--- src/rtl/addsub_pkg.sv ---
package addsub_pkg;

  typedef enum logic {
    OP_SUB = 1'b0,
    OP_ADD = 1'b1
  } op_mode_e;

  typedef struct packed {
    logic sum;
    logic cout;
  } fa_out_t;

  function automatic fa_out_t full_add(input logic x, input logic y, input logic c);
    fa_out_t r;
    r.sum  = x ^ y ^ c;
    r.cout = (x & y) | (x & c) | (y & c);
    return r;
  endfunction

endpackage

--- src/rtl/as_fa_cell.sv ---
module as_fa_cell
  import addsub_pkg::*;
(
  input  logic x_i,
  input  logic y_i,
  input  logic c_i,
  output logic s_o,
  output logic c_o
);

  fa_out_t res;

  always_comb begin
    res = full_add(x_i, y_i, c_i);
  end

  assign s_o = res.sum;
  assign c_o = res.cout;

endmodule

--- src/rtl/as_operand_cond.sv ---
module as_operand_cond #(
  parameter int WIDTH = 8
) (
  input  logic [WIDTH-1:0] b_i,
  input  logic             invert_i,
  output logic [WIDTH-1:0] b_eff_o
);

  for (genvar g = 0; g < WIDTH; g++) begin : g_bit
    assign b_eff_o[g] = b_i[g] ^ invert_i;
  end

endmodule

--- src/rtl/as_ripple_chain.sv ---
module as_ripple_chain #(
  parameter int WIDTH = 8
) (
  input  logic [WIDTH-1:0] a_i,
  input  logic [WIDTH-1:0] b_i,
  input  logic             c0_i,
  output logic [WIDTH-1:0] sum_o,
  output logic             c_top_in_o,
  output logic             c_top_out_o
);

  localparam int NCARRY = WIDTH + 1;

  logic [NCARRY-1:0] carry;

  assign carry[0] = c0_i;

  for (genvar g = 0; g < WIDTH; g++) begin : g_stage
    as_fa_cell u_cell (
      .x_i (a_i[g]),
      .y_i (b_i[g]),
      .c_i (carry[g]),
      .s_o (sum_o[g]),
      .c_o (carry[g+1])
    );
  end

  assign c_top_in_o  = carry[WIDTH-1];
  assign c_top_out_o = carry[WIDTH];

endmodule

--- src/rtl/as_status_flags.sv ---
module as_status_flags (
  input  logic c_msb_in_i,
  input  logic c_msb_out_i,
  output logic carry_o,
  output logic ovf_o
);

  assign carry_o = c_msb_out_i;
  assign ovf_o   = c_msb_in_i ^ c_msb_out_i;

endmodule

--- src/rtl/arith_addsub.sv ---
module arith_addsub
  import addsub_pkg::*;
#(
  parameter int WIDTH = 8
) (
  input  logic [WIDTH-1:0] op_a,
  input  logic [WIDTH-1:0] op_b,
  input  logic             carry_in,
  input  logic             add_mode,
  output logic [WIDTH-1:0] result,
  output logic             carry_out,
  output logic             overflow
);

  op_mode_e          mode_sel;
  logic              invert_b;
  logic [WIDTH-1:0]  b_eff;
  logic              c_top_in;
  logic              c_top_out;

  always_comb begin
    mode_sel = op_mode_e'(add_mode);
    invert_b = (mode_sel == OP_SUB);
  end

  as_operand_cond #(.WIDTH(WIDTH)) u_cond (
    .b_i      (op_b),
    .invert_i (invert_b),
    .b_eff_o  (b_eff)
  );

  as_ripple_chain #(.WIDTH(WIDTH)) u_chain (
    .a_i         (op_a),
    .b_i         (b_eff),
    .c0_i        (carry_in),
    .sum_o       (result),
    .c_top_in_o  (c_top_in),
    .c_top_out_o (c_top_out)
  );

  as_status_flags u_flags (
    .c_msb_in_i  (c_top_in),
    .c_msb_out_i (c_top_out),
    .carry_o     (carry_out),
    .ovf_o       (overflow)
  );

endmodule

--- config.mk ---
export PLATFORM = sky130hd
export DESIGN_NAME = arith_addsub
export DESIGN_NICKNAME = d
export VERILOG_FILES = /design/src/rtl/addsub_pkg.sv /design/src/rtl/as_fa_cell.sv /design/src/rtl/as_operand_cond.sv /design/src/rtl/as_ripple_chain.sv /design/src/rtl/as_status_flags.sv /design/src/rtl/arith_addsub.sv
export SDC_FILE = /design/constraint.sdc
export NUM_CORES = 1
export LEC_CHECK = 0
export BUFFER_PORTS_ARGS = -buffer_cell sky130_fd_sc_hd__buf_4
export CAP_MARGIN = 5
export CORE_AREA = 2 2 39 41
export DETAILED_ROUTE_END_ITERATION = 16
export DIE_AREA = 0 0 41 43
export PLACE_DENSITY = 0.65
export REMOVE_ABC_BUFFERS = 1
export SLEW_MARGIN = 30
export SYNTH_ARGS = -nofsm -noshare
export SYNTH_HDL_FRONTEND = slang
export SYNTH_SLANG_ARGS = --single-unit
--- constraint.sdc ---
create_clock -name vclk -period 6.8
set_clock_uncertainty 0.15 [all_clocks]
set_input_delay 0.68 -clock vclk [all_inputs]
set_output_delay 0.68 -clock vclk [all_outputs]
set_load 0.02 [all_outputs]
# After elaboration in Yosys (flattened, before gate mapping)
# Index checks and enable logic that the tools add are counted.
# word_totals
reg_bits,0
out_inout_bits,10
wordCells,66
# op_classes
bitwise,66
# ops
op,n
1-bit XOR,25
1-bit bitwise AND,24
1-bit OR,16
1-bit inverter,1

# Logic depth before layout (Yosys ltp)
# logic_depth
word_depth,27
depth_mapped,13
ltp_nobuf,12

# Hierarchy
# Synthesis repeated with hierarchy kept, for this count alone.
# hier_totals
cells_unflattened,20
area_unflattened_um2,261.5
# by_module_without_submodules
mod,instances,cells_per_inst,area_each_um2,seq_area_each_um2
as_fa_cell,8,1,20.0,0.0
as_operand_cond,1,9,81.3,0.0
as_status_flags,1,2,16.3,0.0
arith_addsub,1,1,3.8,0.0

# Least setup slack after synthesis
# Ideal clock, no wire load.
# synth_path
path_type,input -> output
from,input add_mode
to,output overflow
arrival_time_ps,4141
path_slack_ps,1829
path_stages,13
path_cell_list,buf_6 xnor2_1 fa_1 inv_1 fa_1 fa_1 fa_1 fa_1 fa_1 fa_1 inv_1 fa_1 xnor2_1
# synth_between
elab_chain_cells,27
elab_cells_between_ends,49
# synth_lines
item,line,source
start: declaration,arith_addsub.sv:9,"input logic add_mode,"
1-bit inverter (*),arith_addsub.sv:23,invert_b = (mode_sel == OP_SUB);
1-bit XOR,as_operand_cond.sv:10,assign b_eff_o[g] = b_i[g] ^ invert_i;
1-bit bitwise AND,addsub_pkg.sv:16,r.cout = (x & y) | (x & c) | (y & c);
1-bit OR (2 in a row),addsub_pkg.sv:16,
1-bit bitwise AND,addsub_pkg.sv:16,
1-bit OR (2 in a row),addsub_pkg.sv:16,
1-bit bitwise AND,addsub_pkg.sv:16,
1-bit OR (2 in a row),addsub_pkg.sv:16,
[... 7 more ...],n/a,
1-bit OR (2 in a row),addsub_pkg.sv:16,
1-bit bitwise AND,addsub_pkg.sv:16,
1-bit OR (2 in a row),addsub_pkg.sv:16,
1-bit bitwise AND,addsub_pkg.sv:16,
1-bit OR,addsub_pkg.sv:16,
1-bit OR (*),addsub_pkg.sv:16,
named net carry_out,arith_addsub.sv:11,"output logic carry_out,"
1-bit XOR (*),as_status_flags.sv:9,assign ovf_o = c_msb_in_i ^ c_msb_out_i;
end: declaration,arith_addsub.sv:12,output logic overflow
# Mark *: on every way through the listed nets, which the timed path passes. The rest lies on a longest branch.

# Worst setup path after layout
# layout_path
from,input add_mode
to,output result[7]
# layout_between
elab_chain_cells,24
elab_cells_between_ends,45
# layout_lines
item,line,source
1-bit inverter (*),arith_addsub.sv:23,
1-bit XOR,as_operand_cond.sv:10,
1-bit bitwise AND,addsub_pkg.sv:16,
1-bit OR (2 in a row),addsub_pkg.sv:16,
1-bit bitwise AND,addsub_pkg.sv:16,
1-bit OR (2 in a row),addsub_pkg.sv:16,
1-bit bitwise AND,addsub_pkg.sv:16,
1-bit OR (2 in a row),addsub_pkg.sv:16,
1-bit bitwise AND,addsub_pkg.sv:16,
1-bit OR (2 in a row),addsub_pkg.sv:16,
1-bit bitwise AND,addsub_pkg.sv:16,
1-bit OR (2 in a row),addsub_pkg.sv:16,
1-bit bitwise AND,addsub_pkg.sv:16,
1-bit OR (2 in a row),addsub_pkg.sv:16,
1-bit bitwise AND,addsub_pkg.sv:16,
1-bit OR (2 in a row),addsub_pkg.sv:16,
1-bit XOR (*),addsub_pkg.sv:15,r.sum = x ^ y ^ c;
end: declaration,arith_addsub.sv:10,"output logic [WIDTH-1:0] result,"
# Mark *: on every way between the ends. The rest lies on a longest branch, timed or not.

==> reports/results.env <==
NETLIST_AREA_UM2=363
DIE_HEIGHT_UM=43
END_KIND='primary output'
FINAL_CORE_UTIL_PCT=37.7
FINALSETUPTNS_NS=0
POWER-PER-CELL-AREA_nW_PER_UM2=157
FMAX_MHz=195
SLEW_HEADROOM_PCT=87.6
WIRE_LENGTH_OF_THE_FIRST_GLOBAL_ROUTING_PASS_UM=938
WORSTPATHREQUIRED_NS=5.97
POWER.LEAKAGE_nW=0.299
POST-ROUTE-DRC-COUNT=0
FINALCRITPERIODSHARE_PCT=75.3
DR.PASS1.ITERS=1
YS_SEQ_AREA_SHARE_PCT=0
GRT_START_MAX_NET_PINS=9
STATUS='finished clean'
POST_CTS_HOLD_BUFFER_COUNT=0
GLOBALPLACE.CONGESTION=0.629
FINAL_CELL_AREA_UM2=522
GRT_PASS1_VIAS=270
DRIVE_GT1_SHARE_PCT=47.5
MAX-CAP-VIOLATIONS=0
DIE_WIDTH_UM=41
VDD_DROP_MAX_mV=0.0617
PORT-BUFFER-COUNT=28
FINAL-SEQ-AREA_UM2=0
TIMING_WORST_SETUP_PATH_TYPE='primary input to primary output'
GRT_SETUP_UNREPAIRED='no'
FINALWORSTPATHREQUIREDPERIOD_NS=5.12
DETAILED_PLACE.AREA_UM2=522
VIAS_PER_CELL=3.73
FINALHOLDVIOLCOUNT=0
POST-SYNTH-TOP-AREA-FRACTION_PCT=44.1
CRITICAL_PATH.ENDPOINT='result[7]'
ROUTE.FINAL.WIRE_LENGTH_UM=572
POST-SYNTH-TOP-AREA-CELL='fa_1'
CRIT_START='add_mode'
DPL.HPWL_UM=573
FINAL-MAX-SLEW-VIOLATION-COUNT=0
CTS_RESIZED=0
STARTPOINT_TYPE='primary input'
WORST-SLEW-PIN-TRANSITION_NS=0.185
GRT-OVFL-TOTAL=0
POST-CTS-SETUP-BUFFER-COUNT=0
LAYOUT.FILLER_CELLS=153
STD_CELL_ROWS=14
INITIAL_CORE_UTIL_PCT=26.2
ANTENNA_LEFT=0
DRT_ITER0_MARKERS=0
FINALSETUPVIOLCOUNT=0
YS_TOP_CELLS_BY_AREA='fa_1 44%, buf_4 17%, inv_1 14%, xor2_1 14%, xnor2_1 7.2%'
PLACEABLECOREAREA_UM2=1380
CRIT_FANOUT=8
POST-ROUTE-WORST-SETUP-SLACK_NS=1.68
ROUTE.DETAILED.WL_PER_INST_UM=7.63
GRT_ANTENNA_BEFORE_REPAIR=0
DESIGN.SEQ.COUNT=0
FINAL.CLKBUF_COUNT=0
SYNTH_CELL_TYPE_COUNT=6
DIEAREA_UM2=1760
INSERTEDDIODECOUNT=0
SYNTHTOLAYOUTAREAGROWTH_PCT=43.8
DESIGN.PORTCOUNT=28
YOSYSWARNINGCOUNT=0
SYN_INST=40
FINAL_NETS=87
REPORT.POWER.TOTAL_W=0.0000818
TIMING.HOLD.WORST.CLASS='primary input to primary output'
DP_SLACK_NS=1.64
GROUTE.USAGE.OVERALL_PCT=7.08
SYNTHESIS.AREA_PER_INSTANCE_UM2=9.07
CP_DATA_ARRIVAL_TIME_NS=4.29
ROUTED-VIA-COUNT=280
## routing by layer
layer	vias up	part of all wire [%]	routed length (um)	GRT usage (%)
met2	23	49	281	12.5
met5	-	0	0	0
li1	135	-	-	-
met3	0	16	94	0.524
met4	0	0	0	0
met1	122	34	196	9.54
## synthesized netlist by cell type
cell     instances
inv_1           14
buf_4            8
fa_1             8
xor2_1           6
xnor2_1          3
buf_6            1
## worst min path at each step
stage / start / endpoint / slack (ns) / cells past startpoint
after global placement: carry_in / result[0] / 1.57 / 3
after CTS: op_a[7] / result[7] / 1.58 / 3
after global routing: op_a[7] / result[7] / 1.59 / 3
final: op_a[7] / result[7] / 1.58 / 3
after detailed placement: op_a[7] / result[7] / 1.58 / 3
after floorplan: carry_in / result[0] / 1.47 / 1
## area by class of cell
| type | count | area (um^2) | share of cell area [%] |
|---|---|---|---|
| Inverter | 14 | 52.6 | 10.1 |
| Tap cell | 16 | 20.0 | 3.84 |
| Timing Repair Buffer | 28 | 210 | 40.3 |
| Multi-Input combinational cell | 17 | 239 | 45.8 |
## power breakdown
group          internal (W)  total [W]  switching (W)
registers                 0          0              0
logic             0.0000385  0.0000818      0.0000433
clock network             0          0              0
total             0.0000385  0.0000818      0.0000433
## worst max-delay path: stages
cell and delay [ns]:
buf_4 0.16, xnor2_1 0.20, fa_1 0.20, inv_1 0.05, fa_1 0.37, fa_1 0.38, fa_1 0.39, fa_1 0.39
fa_1 0.39, fa_1 0.41, inv_1 0.10, fa_1 0.40, buf_4 0.17
## placed cells by master (no fill, tap or decap), drive strengths merged
master  netlist  final
fa            8      8
inv          14     14
xnor2         3      3
buf           9     28
xor2          6      6
## metrics by stage
step | cells | hold WS (ns)
after floorplan | 31 | 1.47
after global placement | 75 | 1.57
after detailed placement | 75 | 1.58
after CTS | 75 | 1.58
after global routing | 75 | 1.59
final | 75 | 1.58
## kinds of logic after synthesis
kind of cell  after synthesis  synth area share [%]
fa+ha+maj                   8                  44.1
buf+inv                    23                  34.1
xor+xnor                    9                  21.7
(Power assumes the default switching activity.)
